[config.mk]
export PLATFORM = sky130hd
export DESIGN_NAME = freq_victim_sel
export DESIGN_NICKNAME = d
export VERILOG_FILES = /design/src/rtl/freq_victim_sel.sv
export SDC_FILE = /design/constraint.sdc
export NUM_CORES = 1
export LEC_CHECK = 0
export BUFFER_PORTS_ARGS = -buffer_cell sky130_fd_sc_hd__buf_2
export CAP_MARGIN = 20
export CORE_MARGIN = 4
export CORE_UTILIZATION = 68
export CTS_BUF_LIST = sky130_fd_sc_hd__clkbuf_8
export DETAILED_ROUTE_END_ITERATION = 10
export PLACE_DENSITY_LB_ADDON = 0.12
export SLEW_MARGIN = 20
export SYNTH_ARGS = -nofsm -noshare
export SYNTH_HDL_FRONTEND = slang
export SYNTH_SLANG_ARGS = --single-unit
export TNS_END_PERCENT = 30
[constraint.sdc]
create_clock -name clk -period 11.3 [get_ports clk]
set_clock_uncertainty 0.2 [all_clocks]
set_input_delay 0.565 -clock clk [delete_from_list [all_inputs] [get_ports clk]]
set_output_delay 0.565 -clock clk [all_outputs]
set_load 0.005 [all_outputs]
[src/rtl/freq_victim_sel.sv]
module freq_victim_sel #(
  parameter int N   = 4,
  parameter int BW  = 8,
  parameter int CW  = 4,
  parameter int MCW = 16,
  localparam int SW = (N > 1) ? $clog2(N) : 1
) (
  input  logic           clk,
  input  logic           rst_n,
  input  logic           ref_valid,
  input  logic [BW-1:0]  ref_block,
  input  logic           evict_high,
  output logic           out_valid,
  output logic           out_hit,
  output logic [SW-1:0]  out_slot,
  output logic [MCW-1:0] miss_count
);

  localparam logic [CW-1:0] CNT_MAX = '1;

  logic [BW-1:0] blk_q  [N];
  logic [CW-1:0] cnt_q  [N];
  logic [SW-1:0] rank_q [N];
  logic [N-1:0]  vld;
  logic [N-1:0]  match;

  logic          hit_c, full_c;
  logic [SW-1:0] hit_idx, free_idx, vic_idx, sel_idx, fill_rank;

  for (genvar g = 0; g < N; g++) begin : g_cmp
    assign match[g] = vld[g] && (blk_q[g] == ref_block);
  end

  assign hit_c     = |match;
  assign full_c    = &vld;
  assign fill_rank = SW'($countones(vld));

  always_comb begin
    hit_idx = '0;
    for (int i = 0; i < N; i++)
      if (match[i]) hit_idx = SW'(i);
  end

  always_comb begin
    free_idx = '0;
    for (int i = N - 1; i >= 0; i--)
      if (!vld[i]) free_idx = SW'(i);
  end

  always_comb begin
    logic better;
    vic_idx = '0;
    for (int i = 1; i < N; i++) begin
      if (cnt_q[i] == cnt_q[vic_idx])
        better = rank_q[i] < rank_q[vic_idx];
      else if (evict_high)
        better = cnt_q[i] > cnt_q[vic_idx];
      else
        better = cnt_q[i] < cnt_q[vic_idx];
      if (better) vic_idx = SW'(i);
    end
  end

  assign sel_idx = hit_c ? hit_idx : (full_c ? vic_idx : free_idx);

  always_ff @(posedge clk) begin
    if (!rst_n) begin
      vld        <= '0;
      out_valid  <= 1'b0;
      out_hit    <= 1'b0;
      out_slot   <= '0;
      miss_count <= '0;
      for (int i = 0; i < N; i++) begin
        blk_q[i]  <= '0;
        cnt_q[i]  <= '0;
        rank_q[i] <= '0;
      end
    end else begin
      out_valid <= ref_valid;
      if (ref_valid) begin
        out_hit  <= hit_c;
        out_slot <= sel_idx;
        if (hit_c) begin
          if (cnt_q[hit_idx] != CNT_MAX)
            cnt_q[hit_idx] <= cnt_q[hit_idx] + 1'b1;
        end else begin
          miss_count <= miss_count + 1'b1;
          for (int i = 0; i < N; i++) begin
            if (SW'(i) == sel_idx) begin
              vld[i]    <= 1'b1;
              blk_q[i]  <= ref_block;
              cnt_q[i]  <= CW'(1);
              rank_q[i] <= full_c ? SW'(N - 1) : fill_rank;
            end else if (full_c && rank_q[i] > rank_q[vic_idx]) begin
              rank_q[i] <= rank_q[i] - 1'b1;
            end
          end
        end
      end
    end
  end

endmodule

# After elaboration in Yosys (flattened, before gate mapping)
# Memories as Yosys holds them, arrays and structs flattened.
# Index checks and enable logic that the tools add are counted.
[classes]
addsub = 9
n_bitwise = 17
eq_ne = 11
n_reduce_logical = 17
order_cmp = 13
n_mux = 88
[op_table]
columns = ["operator", "count"]
rows = [
  ["2-to-1 mux 1 bit", 59],
  ["2-to-1 mux 2 bit", 20],
  ["== test 8 bit", 4],
  ["2-to-1 mux 8 bit", 4],
  ["2-to-1 mux 4 bit", 5],
  ["adder 16 x 1 -> 16 bit, second input constant", 1],
  ["OR 1 bit", 16],
  ["== test 4 bit", 3],
  ["greater-than comparator 4 bit", 3],
  ["less-than comparator 4 bit", 3],
  ["AND reduction 3 bit", 4],
  ["greater-than comparator 2 bit", 4],
  ["logical AND 1 bit", 8],
  ["OR reduction 4 bit", 2],
  ["subtractor 2 x 1 -> 2 bit, second input constant", 4],
  ["less-than comparator 2 bit", 3],
  ["adder 1 x 1 -> 2 bit", 2],
  ["adder 4 x 1 -> 4 bit, second input constant", 1],
  ["== test 2 bit, first input constant", 2],
  ["inequality test 4 bit, second input constant", 1],
  ["AND reduction 4 bit", 1],
  ["adder 2 bit", 1],
  ["== test 1 x 2 -> 1 bit, first input constant", 1],
  ["zero test 2 bit", 1],
  ["other kinds (2)", 2],
]
[word_totals]
output_inout_bits = 20
elab_cells = 166
ramBits = 56
n_memories = 3
inputBits = 12
reg_bits = 24
[memory_table]
columns = ["memory", "depth", "width", "rd", "rd_ports_with_merged_regs", "write_ports", "line_no", "text"]
rows = [
  ["blk_q", 4, 8, 4, 0, 4, "21", "logic [BW-1:0] blk_q [N];"],
  ["cnt_q", 4, 4, 7, 0, 4, "22", "logic [CW-1:0] cnt_q [N];"],
  ["rank_q", 4, 2, 7, 0, 4, "23", "logic [SW-1:0] rank_q [N];"],
]

# Logic depth before layout (Yosys ltp)
# Gate-level depths: netlist (run 1).
# An unclocked memory read counts as a cell.
[logic_depth]
word_depth = 25
ltp_mapped = 34
ltp_nobuf = 33

# Worst setup path before layout (run 1)
# No wires, ideal clock.
[synth_timing]
path_type = "reg2reg"
startpoint = "mem cnt_q[1][1]"
endpoint = "mem rank_q[2][0] in the netlist's numbering, enable pin"
arrival_ns = 5.922
path_buffers = 1
setup_time_ns = 0.322
path_stages_with_launch = 31
required_time_ns = 10.778
path_slack_ns = 4.856
cell_sequence = "edfxtp_1 > ha_1 > nor2b_1 > o2111ai_1 > o211ai_2 > o21ai_2 > mux2i_1 > ha_1 > and4_1 > or4_1 > nand3_1 > a21oi_2 > buf_2 > nand2_1 > o21ai_0 > ha_1 > nor2b_1 > nor3_1 > o211ai_1 > o31ai_1 > nor2_1 > nand2_1 > o21ai_0 > ha_1 > nor2_1 > nand2_1 > nand2_1 > a21oi_1 > a211oi_1 > nand2_1 > o211ai_1"
[synth_rtl]
columns = ["item", "line_no"]
rows = [
  ["start, declared", "22"],
  ["end, declared", "23"],
]

==> implementation parameters, run 1 <==
Parameter                              Value

Synthesis
  Net count after synthesis    544
  Post-synthesis instance area    4950 sq um
  Count of cell types in the netlist    62
  Number of flip-flops and latches in the synthesized netlist    80
  Fraction of post-synthesis cell area in the top cell type by area    34.0%
  Average footprint of a synthesized cell    9.74 sq um
  Async S/R FF share, synth    0%
  Synth cell count leaders    56 x sky130_fd_sc_hd__edfxtp_1, 44 x sky130_fd_sc_hd__nor2_1, 42 x sky130_fd_sc_hd__xnor2_1, 37 x sky130_fd_sc_hd__and2_1, 36 x sky130_fd_sc_hd__nand2_1
  Top cell type by total area after synthesis    sky130_fd_sc_hd__edfxtp_1
  Count of flip-flops with a built-in enable after synthesis    56
  Primary FF master, synth    sky130_fd_sc_hd__edfxtp_1
  Synthesis warning total    0
  Ranking of synthesized cells by area    sky130_fd_sc_hd__edfxtp_1 34%, sky130_fd_sc_hd__dfxtp_1 9.7%, sky130_fd_sc_hd__xnor2_1 7.4%
  Sequential share of the synthesized area    43.7%
  Dominant cell by count in the synthesized netlist    sky130_fd_sc_hd__edfxtp_1
  Cells after Synth    508

Power
  Proportion of power drawn by the clock network    25.1%
  Cell-internal power    495 uW
  Combinational share of power    29.0%
  Portion of total power attributed to sequential cells    45.9%
  Worst voltage drop across the vdd grid    0.0000845 V
  Fraction of power spent switching nets    33.9%
  Power density over cell area    141 nW/um^2
  P_leak    0.00204 uW
  Net Switching    254 uW

STA
  Unrepaired setup endpoints after global routing    no
  Max Freq    0.135 GHz
  Final hold vios    0
  Number of endpoints failing setup at the final stage    0
  Final count of pins violating max slew    0
  Worst hold slack after final layout    0.297 ns
  Min Clock Period, post-route    7.40 ns
  Post-route fraction of the period consumed by the critical path    65.5%
  Transition time at the pin with the least slew margin    0.977 ns
  Worst relative slew slack    34.4%
  Setup TNS Final    0 ns

Place
  Placed Cells    619
  Placed wire-length estimate    8.62 mm
  Routability Congestion    0.929
  DP Area    5150 sq um
  Number of buffer cells added on primary ports    31

Critical path
  Worst setup path category    reg -> reg
  Critical Path Sink Type    flip-flop
  Arrival time worst endpoint    7.26 ns
  Max stage delay cell, worst path    sky130_fd_sc_hd__a21oi_2
  Launching element type of the critical path    flip-flop
  Max Fanout on Critical Path    13
  Delay of the slowest critical-path stage    0.45 ns
  Critical path required time    11.15 ns

Clocking
  Post-CTS resize count    0
  Worst-Skew Late Latency    0.36 ns
  Clock tree from TritonCTS    built
  CTS max path bufs    2
  Post-cts hold buffer count    0
  Clock buffers created by TritonCTS    9
  Root Driver    sky130_fd_sc_hd__clkbuf_8
  Number of H-tree levels    3
  Clock slew seen by the registers of the worst setup and hold paths    0.09 ns
  Number of setup buffers added after CTS    0
  Number of sinks on the clock net    80

Layout
  Antenna diode count    0
  P&R area growth vs syn    7.51%
  Final net count    570
  Final core area utilization    76.6%
  Layout cell share with drive strength beyond 1    13.0%
  Final Cell Area    5320 sq um
  Final standard cell count with taps included and fillers excluded    635

Outcome
  Run status    finished, final reports clean

Detailed routing
  Total length of routed wires    11.6 mm
  DRC errors left    0
  Post-route ant nets    0
  Number of DRC violations after detailed-routing iteration 0    358
  Per-cell via count in the routed design    6.31
  Routed wire per std cell    18.2 microns
  Vias after detailed routing    4009
  Iteration count of the initial detailed-routing pass    6

Floorplanning
  Initial standard-cell utilization of the core    71.3%
  Die Footprint    8710 sq um
  Placement Rows    30
  Horizontal die dimension    93.3 microns
  Core Box Area    6940 sq um
  Io pins    32
  Die Height    93.3 microns

GRT
  Largest net degree at the start of global routing    22
  Total GRT Usage    28.5%
  Via count of the first global-routing pass    3952
  Number of antenna violations at the first check in global routing    0
  Wire length of the first global-routing pass    19.2 mm
  Congestion Overflow GR    0

Job
  Max_cap viols    0

Min path
  Hold Path Class    in -> reg
==> flip-flops by register name, indices dropped and copies added (netlist names) <==
| name | cells |
|---|---|
| blk_q | 32 |
| cnt_q | 16 |
| miss_count | 16 |
| out_hit | 1 |
| out_slot | 2 |
| out_valid | 1 |
| rank_q | 8 |
| vld | 4 |
==> cell usage in the layout, fill, tap and decap left out, types with 3 or more instances in the layout <==
cell	instances
sky130_fd_sc_hd__a21o_1	3
sky130_fd_sc_hd__nor3_1	13
sky130_fd_sc_hd__o32ai_1	4
sky130_fd_sc_hd__a21oi_1	6
sky130_fd_sc_hd__ha_1	23
sky130_fd_sc_hd__nand2_1	36
sky130_fd_sc_hd__inv_1	27
sky130_fd_sc_hd__nor3_2	3
sky130_fd_sc_hd__o21ai_0	29
sky130_fd_sc_hd__and3_1	5
sky130_fd_sc_hd__dfxtp_1	24
sky130_fd_sc_hd__clkbuf_8	9
sky130_fd_sc_hd__and4_1	4
sky130_fd_sc_hd__a21boi_1	3
sky130_fd_sc_hd__edfxtp_1	56
sky130_fd_sc_hd__or3_1	4
sky130_fd_sc_hd__nor2_1	44
sky130_fd_sc_hd__mux2i_1	6
sky130_fd_sc_hd__o22ai_1	5
sky130_fd_sc_hd__nand4_1	11
sky130_fd_sc_hd__o211ai_1	7
sky130_fd_sc_hd__xnor2_1	42
sky130_fd_sc_hd__o31ai_1	4
sky130_fd_sc_hd__a21oi_2	3
sky130_fd_sc_hd__nand3_1	27
sky130_fd_sc_hd__a31oi_1	5
sky130_fd_sc_hd__or2_2	3
sky130_fd_sc_hd__and2_1	37
sky130_fd_sc_hd__o21ai_1	4
sky130_fd_sc_hd__buf_2	31
sky130_fd_sc_hd__a211oi_1	4
sky130_fd_sc_hd__xor2_1	12
==> cells by family (layout without fill, tap and decap cells) <==
logic type      Yosys count  in the layout  share of synthesized area, %
simple gates            200            200                          21.2
flops                    80             80                          43.7
buf+inv                  44             75                          3.59
compound gates           96             96                          13.5
xor+xnor                 54             54                          9.56
fa+ha+maj                26             26                          6.67
mux                       8              8                          1.77
==> metal layers <==
| layer | part of all wire [%] | global-route usage (%) |
|---|---|---|
| met1 | 39 | 34.9 |
| met2 | 49 | 48.5 |
| met3 | 8.1 | 4.42 |
| met4 | 3.7 | 14.3 |
| met5 | 0 | 0 |
==> worst max-delay path: cells and delay by family (launching register included) <==
family          cells  cell delay [ns]
compound gates     14             3.43
fa+ha+maj           4             1.23
buf+inv             1             0.09
flops               1             0.43
mux                 1             0.33
simple gates        9             1.43
==> power groups by stage <==
stage / Clock, uW / Combinational [uW] / Sequential [uW]
finish: 188 / 217 / 344
global route: 204 / 241 / 346
CTS: 189 / 214 / 344
detailed placement: 0 / 212 / 350
global placement: 0 / 200 / 350
floorplan: 0 / 167 / 347
==> layout make-up <==
type / count / area [sq um]
Clock buffer: 9 / 124
Clock inverter: 7 / 45.0
Fill cell: 484 / 1620
Inverter: 28 / 105
Multi-Input combinational cell: 384 / 2610
Sequential cell: 80 / 2160
Tap cell: 96 / 120
Timing Repair Buffer: 31 / 155
==> stage by stage <==
| step | power (uW) | worst slack, ns |
|---|---|---|
| after floorplan | 514 | 4.86 |
| after global placement | 550 | 4.44 |
| after detailed placement | 562 | 4.03 |
| after CTS | 747 | 4.02 |
| after global routing | 790 | 3.27 |
| final | 749 | 3.90 |
==> worst paths after layout <==
kind,start,to,slack (ns),depth (start not counted)
worst max-delay path,cnt_q[0][1]$_SDFFCE_PN0P_,rank_q[2][0]$_SDFFCE_PN0P_,3.90,29
worst min-delay path,ref_valid,out_slot[1]$_SDFFE_PN0P_,0.30,2
worst min register to register,out_slot[1]$_SDFFE_PN0P_,out_slot[1]$_SDFFE_PN0P_,0.31,2
worst max register to register,cnt_q[0][1]$_SDFFCE_PN0P_,rank_q[2][0]$_SDFFCE_PN0P_,3.90,29
Power figures use the tool's default switching activity.
==> run 2, diff against run 1 <==
Settings changed: CORE_UTILIZATION 68 to 57.
Clock period 11.3 ns to 6.4 ns, I/O delays scaled along.
==> implementation parameters, run 2 (same netlist as run 1, synthesis figures left out) <==
Parameter                              Value

Outcome
  Run status    finished, final reports clean

Clocking
  CTS max path bufs    2 (unchanged)
  Clock buffers created by TritonCTS    9 (unchanged)
  Clock slew seen by the registers of the worst setup and hold paths    0.08 ns (about the same)
  Clock tree from TritonCTS    built
  Post-cts hold buffer count    0 (unchanged)
  Number of H-tree levels    3 (unchanged)
  Root Driver    sky130_fd_sc_hd__clkbuf_8
  Number of sinks on the clock net    80 (unchanged)
  Worst-Skew Late Latency    0.35 ns (about the same)

Floorplanning
  Core Box Area    8340 sq um (+20%)
  Horizontal die dimension    101 microns (+8.4%)
  Die Footprint    10200 sq um (+18%)
  Placement Rows    33 (+10%)
  Initial standard-cell utilization of the core    59.3% (-12 points)
  Io pins    32 (unchanged)
  Die Height    101 microns (+8.4%)

STA
  Min Clock Period, post-route    6.37 ns (-1.03 ns)
  Setup TNS Final    0 ns (unchanged)
  Post-route fraction of the period consumed by the critical path    99.6% (+34 points)
  Worst Slack Setup Final    0.0257 ns (-3.87 ns)
  Final count of pins violating max slew    0 (unchanged)
  Worst relative slew slack    40.1% (+5.7 points)
  Max Freq    0.157 GHz (+16%)
  Number of endpoints failing setup at the final stage    0 (unchanged)
  Unrepaired setup endpoints after global routing    yes
  Transition time at the pin with the least slew margin    0.890 ns (-0.0866 ns)
  Final hold vios    0 (unchanged)

Critical path
  Most common cell on crit path    sky130_fd_sc_hd__ha_1
  Worst setup path category    reg -> reg
  Worst path bufs/invs    2 (+1)
  Critical Path Sink Type    flip-flop
  Critical path required time    6.25 ns (-4.90 ns)
  Max stage delay cell, worst path    sky130_fd_sc_hd__or4_4
  Cell family contributing the most delay on the critical path    simple AND/OR/NAND/NOR gates
  Max Fanout on Critical Path    6 (-7)
  Launching element type of the critical path    flip-flop
  Arrival time worst endpoint    6.22 ns (-1.04 ns)
  Delay of the slowest critical-path stage    0.54 ns (+0.09 ns)

GRT
  Largest net degree at the start of global routing    22 (unchanged)
  Congestion Overflow GR    0 (unchanged)
  Number of antenna violations at the first check in global routing    0 (unchanged)
  Total GRT Usage    24.1% (-4.3 points)
  Via count of the first global-routing pass    3920 (-0.81%)
  Wire length of the first global-routing pass    19.2 mm (about the same)

Power
  Proportion of power drawn by the clock network    27.5% (+2.4 points)
  P_leak    0.00224 uW (+9.6%)
  Combinational share of power    33.2% (+4.2 points)
  Fraction of power spent switching nets    32.2% (-1.7 points)
  Portion of total power attributed to sequential cells    39.3% (-6.6 points)
  Cell-internal power    1050 uW (+110%)
  Net Switching    498 uW (+96%)
  Worst voltage drop across the vdd grid    0.000172 V (+100%)
  Power density over cell area    267 nW/um^2 (+90%)

Detailed routing
  Iteration count of the initial detailed-routing pass    5 (-1)
  DRC errors left    0 (unchanged)
  Post-route ant nets    0 (unchanged)
  Routed wire per std cell    18.3 microns (+0.60%)
  Vias after detailed routing    4008 (-0.025%)
  Number of DRC violations after detailed-routing iteration 0    295 (-18%)
  Total length of routed wires    12.3 mm (+6.1%)
  Per-cell via count in the routed design    5.98 (-5.2%)

Layout
  Top Registers    blk_q (32), cnt_q (16), miss_count (16)
  Commonest non-fill, non-tap cell in the layout    sky130_fd_sc_hd__edfxtp_1
  Commonest non-fill, non-tap cells in the layout    56 x sky130_fd_sc_hd__edfxtp_1, 42 x sky130_fd_sc_hd__xnor2_1, 42 x sky130_fd_sc_hd__nor2_1
  Antenna diode count    0 (unchanged)
  Reg with most FFs    blk_q
  Filler cell count in the final layout    666 (+38%)
  Layout cell share with drive strength beyond 1    21.9% (+9.0 points)
  P&R area growth vs syn    16.9%
  Final net count    596 (+4.6%)
  Flip-flop count of the largest register after layout    32 (unchanged)

Job
  Max_cap viols    0 (unchanged)

Place
  Placed wire-length estimate    8.74 mm (+1.4%)
  Routability Congestion    0.887 (-4.4%)
  Worst setup timing slack at the placement stage    -0.376 ns (-4.41 ns)
  Number of buffer cells added on primary ports    31 (unchanged)

Min path
  Hold Path Class    in -> reg
run 2: area by class of cell:
| type | count | area (sq um) | area share [%] |
|---|---|---|---|
| sequential | 80 | 2160 | 37.4 |
| tap | 105 | 131 | 2.27 |
| timing repair buffer | 56 | 343 | 5.93 |
| multi-input combinational | 385 | 2810 | 48.6 |
| clock buffer | 11 | 151 | 2.62 |
| clock inverter | 5 | 81.3 | 1.41 |
| inverter | 28 | 105 | 1.82 |
run 2: worst paths after layout:
path / start / to / slack [ns] / cells past startpoint
worst max-delay path: cnt_q[0][3]$_SDFFCE_PN0P_ / rank_q[1][1]$_SDFFCE_PN0P_ / 0.03 / 26
worst min-delay path: ref_valid / out_slot[1]$_SDFFE_PN0P_ / 0.06 / 2
worst max register to register: cnt_q[0][3]$_SDFFCE_PN0P_ / rank_q[1][1]$_SDFFCE_PN0P_ / 0.03 / 26
worst min register to register: out_slot[1]$_SDFFE_PN0P_ / out_slot[1]$_SDFFE_PN0P_ / 0.30 / 2
run 2: per-stage QoR:
step                instances  utilization (%)  power [uW]  hold WS [ns]  cell area [sq um]
floorplan                 508                -         910         0.216               4960
global placement          640             63.1         999         0.282               5260
detailed placement        640             63.1        1010         0.296               5260
CTS                       656             66.2        1450        0.0562               5530
global route              670             69.4        1630        0.0671               5780
finish                    670             69.4        1550        0.0630               5780
run 2: power by group through the flow:
stage               clock [uW]  combinational, uW  sequential (uW)
floorplan                    0                298              613
global placement             0                381              617
detailed placement           0                393              619
CTS                        430                410              607
global route               456                559              611
finish                     425                514              608
run 2: timing repair:
action                     4_1_cts  5_1_grt
gates cloned                     0        1
buffers inserted                 0       13
gates resized for setup          9       35
setup endpoints to repair       21       68
pin swaps                        0       30
run 2: metal layers:
layer,track usage (%),up-vias,wire (microns)
li1,-,1926,-
met1,32.5,1902,5260
met2,38.4,139,5880
met3,3.37,41,612
met4,11.7,0,506
met5,0,-,0
